$ cat config.mk
export PLATFORM = sky130hd
export DESIGN_NAME = amp_guard
export DESIGN_NICKNAME = d
export VERILOG_FILES = /design/src/rtl/amp_guard_pkg.sv /design/src/rtl/amp_guard_tmr.sv /design/src/rtl/amp_guard_therm.sv /design/src/rtl/amp_guard_dcdet.sv /design/src/rtl/amp_guard.sv
export SDC_FILE = /design/constraint.sdc
export NUM_CORES = 1
export LEC_CHECK = 0
export ABC_AREA = 1
export ABC_CLOCK_PERIOD_IN_PS = 4820
export BUFFER_PORTS_ARGS = -buffer_cell sky130_fd_sc_hd__clkbuf_2
export CELL_PAD_IN_SITES_DETAIL_PLACEMENT = 2
export CELL_PAD_IN_SITES_GLOBAL_PLACEMENT = 2
export CORE_MARGIN = 3
export CORE_UTILIZATION = 37
export DETAILED_ROUTE_END_ITERATION = 16
export PLACE_DENSITY = 0.8
export SETUP_SLACK_MARGIN = 0.05
export SYNTH_ARGS = -nofsm -noshare
export SYNTH_HDL_FRONTEND = slang
export SYNTH_SLANG_ARGS = --single-unit
$ cat constraint.sdc
create_clock -name clk_i -period 4.82 [get_ports clk_i]
set_input_delay 0.482 -clock clk_i [delete_from_list [all_inputs] [get_ports clk_i]]
set_output_delay 0.482 -clock clk_i [all_outputs]
set_load 0.02 [all_outputs]
$ cat src/rtl/amp_guard_pkg.sv
package amp_guard_pkg;
  typedef enum logic [2:0] {
    ST_SLEEP = 3'd0,
    ST_UV    = 3'd1,
    ST_FAULT = 3'd2,
    ST_HOT   = 3'd3,
    ST_MUTE  = 3'd4,
    ST_WAKE  = 3'd5,
    ST_MRCV  = 3'd6,
    ST_RUN   = 3'd7
  } guard_st_e;
endpackage

$ cat src/rtl/amp_guard_tmr.sv
module amp_guard_tmr #(
  parameter int W = 8
) (
  input  logic         clk_i,
  input  logic         rst_ni,
  input  logic         load_i,
  input  logic [W-1:0] val_i,
  output logic         zero_o
);
  logic [W-1:0] cnt_q;

  always_ff @(posedge clk_i or negedge rst_ni) begin
    if (!rst_ni)            cnt_q <= '0;
    else if (load_i)        cnt_q <= val_i;
    else if (cnt_q != '0)   cnt_q <= cnt_q - 1'b1;
  end

  assign zero_o = (cnt_q == '0);

  a_r2_load_takes: assert property (@(posedge clk_i) disable iff (!rst_ni)
    load_i |=> (cnt_q == $past(val_i)));
endmodule

$ cat src/rtl/amp_guard_therm.sv
module amp_guard_therm #(
  parameter int TW       = 8,
  parameter int TEMP_LIM = 155,
  parameter int TEMP_OFF = 165,
  parameter int TEMP_REL = 130
) (
  input  logic          clk_i,
  input  logic          rst_ni,
  input  logic          clr_i,
  input  logic [TW-1:0] temp_i,
  output logic          limit_o,
  output logic          shut_o
);
  localparam logic [TW-1:0] LimC = TW'(TEMP_LIM);
  localparam logic [TW-1:0] OffC = TW'(TEMP_OFF);
  localparam logic [TW-1:0] RelC = TW'(TEMP_REL);

  logic lim_q, off_q;

  always_ff @(posedge clk_i or negedge rst_ni) begin
    if (!rst_ni) begin
      lim_q <= 1'b0;
      off_q <= 1'b0;
    end else if (clr_i || temp_i < RelC) begin
      lim_q <= 1'b0;
      off_q <= 1'b0;
    end else begin
      if (temp_i >= LimC)          lim_q <= 1'b1;
      if (lim_q && temp_i >= OffC) off_q <= 1'b1;
    end
  end

  assign limit_o = lim_q;
  assign shut_o  = off_q;

  a_r7_shut_needs_limit: assert property (@(posedge clk_i) disable iff (!rst_ni)
    off_q |-> lim_q);
  a_r6_release_low: assert property (@(posedge clk_i) disable iff (!rst_ni)
    (temp_i < RelC) |=> !lim_q && !off_q);
endmodule

$ cat src/rtl/amp_guard_dcdet.sv
module amp_guard_dcdet #(
  parameter int NCH    = 2,
  parameter int DC_CYC = 1000
) (
  input  logic           clk_i,
  input  logic           rst_ni,
  input  logic           en_i,
  input  logic [NCH-1:0] dc_i,
  output logic           trip_o
);
  localparam int CW = $clog2(DC_CYC + 1);
  localparam logic [CW-1:0] Lim = CW'(DC_CYC);

  logic [NCH-1:0] hit;

  for (genvar c = 0; c < NCH; c++) begin : g_ch
    logic [CW-1:0] cnt_q;
    always_ff @(posedge clk_i or negedge rst_ni) begin
      if (!rst_ni)                 cnt_q <= '0;
      else if (!en_i || !dc_i[c])  cnt_q <= '0;
      else if (cnt_q != Lim)       cnt_q <= cnt_q + 1'b1;
    end
    assign hit[c] = (cnt_q == Lim);

    a_r9_idle_clears: assert property (@(posedge clk_i) disable iff (!rst_ni)
      !en_i |=> (cnt_q == '0));
  end

  assign trip_o = |hit;
endmodule

$ cat src/rtl/amp_guard.sv
module amp_guard
  import amp_guard_pkg::*;
#(
  parameter int NCH      = 2,
  parameter int TW       = 8,
  parameter int WAKE_CYC = 4800,
  parameter int MUTE_CYC = 1200,
  parameter int DC_CYC   = 1000,
  parameter int TEMP_LIM = 155,
  parameter int TEMP_OFF = 165,
  parameter int TEMP_REL = 130
) (
  input  logic           clk_i,
  input  logic           rst_ni,
  input  logic           sleep_ni,
  input  logic           mute_ni,
  input  logic           supply_ok_i,
  input  logic [NCH-1:0] ocp_i,
  input  logic [TW-1:0]  temp_i,
  input  logic [NCH-1:0] dc_over_i,
  output logic           drive_en_o,
  output logic           weak_low_o,
  output logic           err_low_o,
  output logic           plim_cut_o
);
  localparam int MaxCyc = (WAKE_CYC > MUTE_CYC) ? WAKE_CYC : MUTE_CYC;
  localparam int KW     = $clog2(MaxCyc + 1);
  localparam logic [KW-1:0] WakeLd = KW'(WAKE_CYC - 1);
  localparam logic [KW-1:0] MuteLd = KW'(MUTE_CYC - 1);

  guard_st_e state_q, state_d;
  logic need_wake_q, fault_q;
  logic dc_trip, trip, th_lim, th_shut;
  logic tmr_load, tmr_zero;
  logic [KW-1:0] tmr_val;
  logic alive;

  assign alive = sleep_ni && supply_ok_i;
  assign trip  = (|ocp_i) || dc_trip;

  amp_guard_therm #(
    .TW(TW), .TEMP_LIM(TEMP_LIM), .TEMP_OFF(TEMP_OFF), .TEMP_REL(TEMP_REL)
  ) u_therm (
    .clk_i(clk_i), .rst_ni(rst_ni), .clr_i(!sleep_ni), .temp_i(temp_i),
    .limit_o(th_lim), .shut_o(th_shut)
  );

  amp_guard_dcdet #(.NCH(NCH), .DC_CYC(DC_CYC)) u_dc (
    .clk_i(clk_i), .rst_ni(rst_ni),
    .en_i(state_q == ST_RUN && mute_ni),
    .dc_i(dc_over_i), .trip_o(dc_trip)
  );

  // fault latch: only sleep or supply loss clears it
  always_ff @(posedge clk_i or negedge rst_ni) begin
    if (!rst_ni)     fault_q <= 1'b0;
    else if (!alive) fault_q <= 1'b0;
    else if (trip)   fault_q <= 1'b1;
  end

  always_comb begin
    state_d = state_q;
    if (!sleep_ni)               state_d = ST_SLEEP;
    else if (!supply_ok_i)       state_d = ST_UV;
    else if (fault_q || trip)    state_d = ST_FAULT;
    else if (th_shut)            state_d = ST_HOT;
    else if (!mute_ni)           state_d = ST_MUTE;
    else begin
      unique case (state_q)
        ST_SLEEP, ST_UV, ST_FAULT, ST_HOT: state_d = ST_WAKE;
        ST_MUTE:                   state_d = need_wake_q ? ST_WAKE : ST_MRCV;
        ST_WAKE, ST_MRCV:          state_d = tmr_zero ? ST_RUN : state_q;
        default:                   state_d = ST_RUN;
      endcase
    end
  end

  always_ff @(posedge clk_i or negedge rst_ni) begin
    if (!rst_ni) begin
      state_q     <= ST_SLEEP;
      need_wake_q <= 1'b1;
    end else begin
      state_q <= state_d;
      if (state_d inside {ST_SLEEP, ST_UV, ST_FAULT, ST_HOT}) need_wake_q <= 1'b1;
      else if (state_d == ST_RUN)                             need_wake_q <= 1'b0;
    end
  end

  assign tmr_load = (state_d != state_q) && (state_d == ST_WAKE || state_d == ST_MRCV);
  assign tmr_val  = (state_d == ST_WAKE) ? WakeLd : MuteLd;

  amp_guard_tmr #(.W(KW)) u_tmr (
    .clk_i(clk_i), .rst_ni(rst_ni), .load_i(tmr_load), .val_i(tmr_val),
    .zero_o(tmr_zero)
  );

  assign drive_en_o = (state_q == ST_RUN);
  assign weak_low_o = (state_q != ST_RUN);
  assign err_low_o  = (state_q == ST_FAULT) || (state_q == ST_HOT);
  assign plim_cut_o = th_lim;

  a_r1_sleep_quiet: assert property (@(posedge clk_i) disable iff (!rst_ni)
    !sleep_ni |=> !err_low_o && !drive_en_o && !plim_cut_o);
  a_r3_mute_holds: assert property (@(posedge clk_i) disable iff (!rst_ni)
    !mute_ni |=> !drive_en_o);
  a_r4_trip_stops: assert property (@(posedge clk_i) disable iff (!rst_ni)
    (alive && trip) |=> err_low_o && !drive_en_o);
  a_r5_latch_keeps: assert property (@(posedge clk_i) disable iff (!rst_ni)
    (alive && fault_q) |=> err_low_o);
  a_r8_uv_no_flag: assert property (@(posedge clk_i) disable iff (!rst_ni)
    (sleep_ni && !supply_ok_i) |=> !err_low_o && !drive_en_o);
  a_r2_drive_after_delay: assert property (@(posedge clk_i) disable iff (!rst_ni)
    $rose(drive_en_o) |-> $past(tmr_zero));
endmodule

==> Yosys cells after proc, flatten, opt, wreduce, memory -nomap -nowiden <==
Index checks and enable logic that the tools add are counted.
{ "totals": {"out_inout_bits": 4, "reg_bits": 40} }
{ "op_classes": {"magnitude_cmp": 3, "reduce_logical": 30, "n_addsub": 3, "eq_ne": 20, "n_mux": 23} }
{ "ops": {"columns": ["cell", "n"], "rows": [
  ["two-way mux 10 bit", 4],
  ["two-way mux 13 bit", 3],
  ["== test 3 bit, second input constant", 7],
  ["adder 10 x 1 -> 10 bit, second input constant", 2],
  ["== test 10 bit, second input constant", 2],
  ["inequality test 10 bit, second input constant", 2],
  ["two-way mux 3 bit", 6],
  [">= comparator 8 bit, second input constant", 2],
  ["logical NOT 13 bit", 1],
  ["nonzero test 13 bit", 1],
  ["subtractor 13 x 1 -> 13 bit, second input constant", 1],
  ["== test 3 x 2 -> 1 bit, second input constant", 4],
  ["nonzero test 2 bit", 6],
  ["one-hot mux 3 bit (3 select lines)", 1],
  ["less-than comparator 8 bit, second input constant", 1],
  ["two-way mux 1 bit", 8],
  ["logical OR 1 bit", 7],
  ["== test 3 x 1 -> 1 bit, second input constant", 2],
  ["logical NOT 3 bit", 2],
  ["OR reduction 2 bit", 3],
  ["logical AND 1 bit", 4],
  ["logical NOT 1 bit", 4],
  ["nonzero test 4 bit", 1],
  ["OR reduction 4 bit", 1],
  ["other kinds (4)", 4]
]} }

==> Longest topological paths before layout <==
{ "depth": {"ltp_word": 12, "ltp_mapped": 19, "ltp_nobuf": 18} }

==> By module <==
Synthesis repeated with hierarchy kept, for this count alone.
{ "unflattened": {"hier_cells": 387, "hier_area_um2": 2651.3} }
{ "by_module_without_submodules": {"columns": ["module", "instances", "seq_area_each_um2", "cells_per_inst", "area_each_um2"], "rows": [
  ["amp_guard_dcdet", 1, 500.5, 151, 1138.6],
  ["amp_guard_tmr", 1, 325.3, 135, 910.9],
  ["amp_guard", 1, 126.4, 68, 409.1],
  ["amp_guard_therm", 1, 50.0, 33, 192.7]
]} }

==> Worst setup path before layout <==
Ideal clock, no wire load.
{ "synth_timing": {"kind": "reg-to-reg", "startpoint": "reg u_tmr.cnt_q[0]", "endpoint": "reg u_tmr.cnt_q[10]", "arrival_ns": 1.821, "path_buffers": 1, "stages_incl_launch_ff": 19, "path_slack_ns": 2.885, "required_ns": 4.706, "setup_time_ns": 0.114, "period_less_slack_ns": 1.935, "path_cell_list": "dfrtp_1 > inv_1 > ha_1 > nand2_2 > nor2_4 > nand2_4 > nand2_2 > nand2_1 > nand2_1 > nand2_1 > nand2_1 > nand2_2 > a21oi_2 > nand3_2 > nand2_2 > buf_6 > o21ai_2 > nand2_1 > inv_1"} }
{ "synth_between": {"elab_chain_cells": 12} }
{ "synth_rtl": {"columns": ["element", "line", "source"], "rows": [
  ["start: declaration", "amp_guard_tmr.sv:10", "logic [W-1:0] cnt_q;"],
  ["start signal: assignment", "amp_guard_tmr.sv:14", "else if (load_i) cnt_q <= val_i;"],
  ["start signal: assignment", "amp_guard_tmr.sv:15", "else if (cnt_q != '0) cnt_q <= cnt_q - 1'b1;"],
  ["logical NOT 13 bit", "amp_guard_tmr.sv:18", "assign zero_o = (cnt_q == '0);"],
  ["two-way mux 3 bit", "amp_guard.sv:72", "ST_WAKE, ST_MRCV: state_d = tmr_zero ? ST_RUN : state_q;"],
  ["one-hot mux 3 bit (3 select lines)", "amp_guard.sv:69", "unique case (state_q)"],
  ["two-way mux 3 bit", "amp_guard.sv:67", "else if (!mute_ni) state_d = ST_MUTE;"],
  ["two-way mux 3 bit", "amp_guard.sv:66", "else if (th_shut) state_d = ST_HOT;"],
  ["two-way mux 3 bit", "amp_guard.sv:65", "else if (fault_q || trip) state_d = ST_FAULT;"],
  ["two-way mux 3 bit", "amp_guard.sv:64", "else if (!supply_ok_i) state_d = ST_UV;"],
  ["two-way mux 3 bit", "amp_guard.sv:63", "if (!sleep_ni) state_d = ST_SLEEP;"],
  ["== test 3 bit, on equally long branches", "amp_guard.sv:89, amp_guard.sv:90", null],
  ["logical OR 1 bit", "amp_guard.sv:89", "assign tmr_load = (state_d != state_q) && (state_d == ST_WAKE || state_d == ST_MRCV);"],
  ["logical AND 1 bit", "amp_guard.sv:89", null],
  ["two-way mux 13 bit / nonzero test 2 bit (equally long branches)", null, null]
]} }
Several ways; a longest one is shown, not always the timed one. The select of a mux whose other input is x is not followed.
A chain may end at the register's enable or synchronous reset.

==> Worst setup path after layout <==
{ "layout_timing": {"startpoint": "reg u_tmr.cnt_q[0]", "endpoint": "reg u_tmr.cnt_q[8]"} }
{ "layout_between": {"elab_chain_cells": 12} }
{ "layout_rtl": {"columns": ["element", "line"], "rows": [
  ["logical NOT 13 bit", "amp_guard_tmr.sv:18"],
  ["two-way mux 3 bit", "amp_guard.sv:72"],
  ["one-hot mux 3 bit (3 select lines)", "amp_guard.sv:69"],
  ["two-way mux 3 bit", "amp_guard.sv:67"],
  ["two-way mux 3 bit", "amp_guard.sv:66"],
  ["two-way mux 3 bit", "amp_guard.sv:65"],
  ["two-way mux 3 bit", "amp_guard.sv:64"],
  ["two-way mux 3 bit", "amp_guard.sv:63"],
  ["== test 3 bit", "amp_guard.sv:89"],
  ["logical OR 1 bit", "amp_guard.sv:89"],
  ["logical AND 1 bit", "amp_guard.sv:89"],
  ["two-way mux 13 bit / nonzero test 2 bit (equally long branches)", null]
]} }
Several ways; a longest one is shown, not always the timed one. The select of a mux whose other input is x is not followed.

==> impl_metrics.env <==
export IMPL_cts_hold_buf=0
export IMPL_grt_total_usage_pct=19.1
export IMPL_setup_violations=0
export IMPL_cts_made_buffers=5
export IMPL_synth_seq_area_share_pct=44.4
export IMPL_wl_per_cell_um=15.7
export IMPL_use_met3_pct=3.06
export IMPL_ir_drop_mv=0.150
export IMPL_post_cts_buffers=0
export IMPL_syn_num_nets=309
export IMPL_hold_viol=0
export IMPL_placed_area_mm2=0.00244
export IMPL_total_power_uw=843
export IMPL_final_cells=385
export IMPL_cpPeakStageDelay_ns=0.38
export IMPL_yosys_warnings=0
export IMPL_synthMuxAreaShare_pct=0
export IMPL_synth_top_family_by_area="simple AND/OR/NAND/NOR gates"
export IMPL_cts_sinks=40
export IMPL_async_flop_share_pct=100
export IMPL_fin_setup_tns_ns=0
export IMPL_synthFlopType="dfrtp_1"
export IMPL_insertion_delay_ns=0.29
export IMPL_synth_cell_type_count=34
export IMPL_timing_final_crit_share_pct=48.0
export IMPL_crit_path_max_fanout=11
export IMPL_cts_resized=0
export IMPL_arrival_ns=2.51
export IMPL_antenna_found_initial=0
export IMPL_grt_pass1_vias=2324
export IMPL_synthAdderAreaFrac_pct=2.77
export IMPL_clock_root_buffer="clkbuf_8"
export IMPL_max_slew_margin_rel_pct=29.7
export IMPL_cts_tree="yes"
export IMPL_cp_end_kind="register"
export IMPL_switchingPower_uw=277
export IMPL_required_ns=5.02
export IMPL_fin_crit_ns=2.31
export IMPL_fp_row_count=27
export IMPL_grt_busiest_layer="met2"
export IMPL_gp_congestion=0.784
export IMPL_crit_chain="inv_1 > ha_1 > nand2_2 > nor2_4 > nand2_4 > nand2_2 > nand2_1 > nand2_1 > nand2_1 > nand2_1 > nand2_2 > a21oi_2 > nand3_2 > nand2_2 > inv_1 > nor3_1"
export IMPL_p_int_uw=566
export IMPL_fin_skew_ns=0.00549
export IMPL_rsz0062_at_grt="false"
export IMPL_yosysMostFrequentCell="nand2_1"
export IMPL_dieArea_mm2=0.00707
export IMPL_yosys_top_cells_area="dfrtp_1 43%, nand2_1 8.3%, inv_1 7.5%, nor2_1 5.7%, nand3_1 4.7%"
export IMPL_slew_violations=0
export IMPL_ys_seq_elements=40
export IMPL_clk_path_buf_depth=2
export IMPL_drtIter0Drc=40
export IMPL_grt_overflow=0
export IMPL_pwr_share_comb_pct=22.7
export IMPL_area_growth_pct=11.4
export IMPL_dp_cells=378
export IMPL_synth_compound_area_share_pct=9.53
export IMPL_post_place_ws_ns=2.47
export IMPL_status="finished clean"
export IMPL_whs_ns=0.370
export IMPL_route_detailed_drc=0
export IMPL_crit_path_start_kind="register"
export IMPL_viasPerCell=5.17
export IMPL_n_antenna_cell=0
export IMPL_drt_pass1_iter_count=2
export IMPL_synth_enable_flop_cells=0
export IMPL_seqPwrFrac_pct=51.9
export IMPL_fin_util_pct=44.0
export IMPL_gr_usage_met1_pct=22.9
export IMPL_hp_class="input port to asynchronous set/reset pin"
export IMPL_crit_type="register to register"
export IMPL_yosys_area_top_type="dfrtp_1"
export IMPL_ant_nets=0
export IMPL_leakage_nw=1.20
export IMPL_rrSetupSlack_ns=2.51
export IMPL_drt_total_wl_mm=6.06
export IMPL_reg2reg_depth=16
export IMPL_use_met2_pct=35.4
export IMPL_synth_top_area_share_pct=43.2
export IMPL_die_x_um=84.1
export IMPL_synth_xor_area_share_pct=5.04
export IMPL_grt_pass1_wl_mm=11.0
export IMPL_max_freq_ghz=0.432
export IMPL_worst_pin_slew_ns=1.05
export IMPL_finish_net_count=335
export IMPL_r2r_start="u_tmr.cnt_q[0]$_DFFE_PN0P_"
export IMPL_drive_gt1_share_pct=16.0
export IMPL_clk_pin_slew_ns=0.08
export IMPL_grt_start_max_net_pins=41
export IMPL_htreeDepth=2
export IMPL_ios=21
export IMPL_route_vias_total=1989
export IMPL_pwr_share_clk_pct=25.5
export IMPL_synthTopCellsByCount="50 x nand2_1, 45 x inv_1, 39 x dfrtp_1"
export IMPL_r2r_end="u_tmr.cnt_q[8]$_DFFE_PN0P_"
export IMPL_fin_area_mm2=0.00251
export IMPL_dpl_hpwl_mm=4.81
export IMPL_die_y_um=84.1
export IMPL_p_per_area_mw_per_mm2=335
export IMPL_slowest_stage="dfrtp_1"
export IMPL_synth_cells=287
export IMPL_finalWorstSetupSlack_ns=2.51
export IMPL_port_buffers=20
export IMPL_swShare_pct=32.8
export IMPL_synth_cell_area_mm2=0.00226
export IMPL_synth_simple_area_share_pct=29.9
export IMPL_fp_coreArea_mm2=0.00571
export IMPL_synth_avg_cell_area_um2=7.86
export IMPL_start_util_pct=39.5
export IMPL_maxCapViolations=0
## power by group through the flow
stage | Sequential, mW | Combinational, mW | Clock, mW
2_1_floorplan | 0.429 | 0.145 | 0
3_3_place_gp | 0.441 | 0.186 | 0
3_5_place_dp | 0.445 | 0.194 | 0
4_1_cts | 0.439 | 0.197 | 0.224
5_1_grt | 0.445 | 0.224 | 0.243
6_report | 0.437 | 0.191 | 0.215
## registers in the layout, indices dropped and copies added, names as in the netlist
| register | count |
|---|---|
| need_wake_q | 1 |
| state_q | 3 |
| u_therm.limit_o | 1 |
| u_therm.shut_o | 1 |
| fault_q | 1 |
| u_dc.g_ch.cnt_q | 20 |
| u_tmr.cnt_q | 13 |
## final cells by class
cell class,count,area (µm²)
Sequential cell,40,1000
Clock buffer,6,72.6
Tap cell,72,90.1
Fill cell,705,3200
Multi-Input combinational cell,199,1070
Timing Repair Buffer,20,100
Inverter,47,176
Clock inverter,1,5.00
## worst max-delay path by stage
stage	depth (start not counted)	end	slack [ns]	startpoint
global route	16	u_tmr.cnt_q[8]$_DFFE_PN0P_	2.21	u_dc.g_ch[1].cnt_q[0]$_DFFE_PN0P_
detailed placement	16	u_tmr.cnt_q[8]$_DFFE_PN0P_	2.47	u_tmr.cnt_q[0]$_DFFE_PN0P_
finish	16	u_tmr.cnt_q[8]$_DFFE_PN0P_	2.51	u_tmr.cnt_q[0]$_DFFE_PN0P_
floorplan	18	u_tmr.cnt_q[10]$_DFFE_PN0P_	2.89	u_tmr.cnt_q[0]$_DFFE_PN0P_
CTS	16	u_tmr.cnt_q[8]$_DFFE_PN0P_	2.45	u_tmr.cnt_q[0]$_DFFE_PN0P_
global placement	16	u_tmr.cnt_q[6]$_DFFE_PN0P_	2.59	u_tmr.cnt_q[0]$_DFFE_PN0P_
## metal layers
| metal | routed length [µm] | vias to the layer above |
|---|---|---|
| met5 | 0 | - |
| met4 | 58 | 0 |
| met3 | 154 | 4 |
| met2 | 3220 | 27 |
| met1 | 2630 | 985 |
| li1 | - | 973 |
## critical path: cells and delay by family, from the launching register on
kind | cells | cell delay (ns)
DFF | 1 | 0.38
adders and majority gates | 1 | 0.23
and+or+nand+nor | 12 | 1.25
buffers and inverters | 2 | 0.21
AOI/OAI and AO/OA | 1 | 0.15
## logic make-up after synthesis
family,after synthesis
AO/OA/AOI/OAI,37
XOR/XNOR,13
adder cells (fa/ha/maj),5
buffers and inverters,48
flip-flops,40
AND/OR/NAND/NOR,144
## cells in the final DEF, fill, tap and decap left out, types with 3 or more instances in the layout
cell type	n
a211oi_1	3
nor2_2	5
clkbuf_2	20
nor2_1	34
o211ai_1	3
xor2_1	4
nand2_2	9
clkbuf_8	5
xnor2_1	9
dfrtp_1	39
o21ai_0	11
a21oi_1	15
inv_1	45
nand4_1	5
nand2_1	50
nor3_1	11
nand3_1	21
ha_1	5
(Power assumes the default switching activity.)
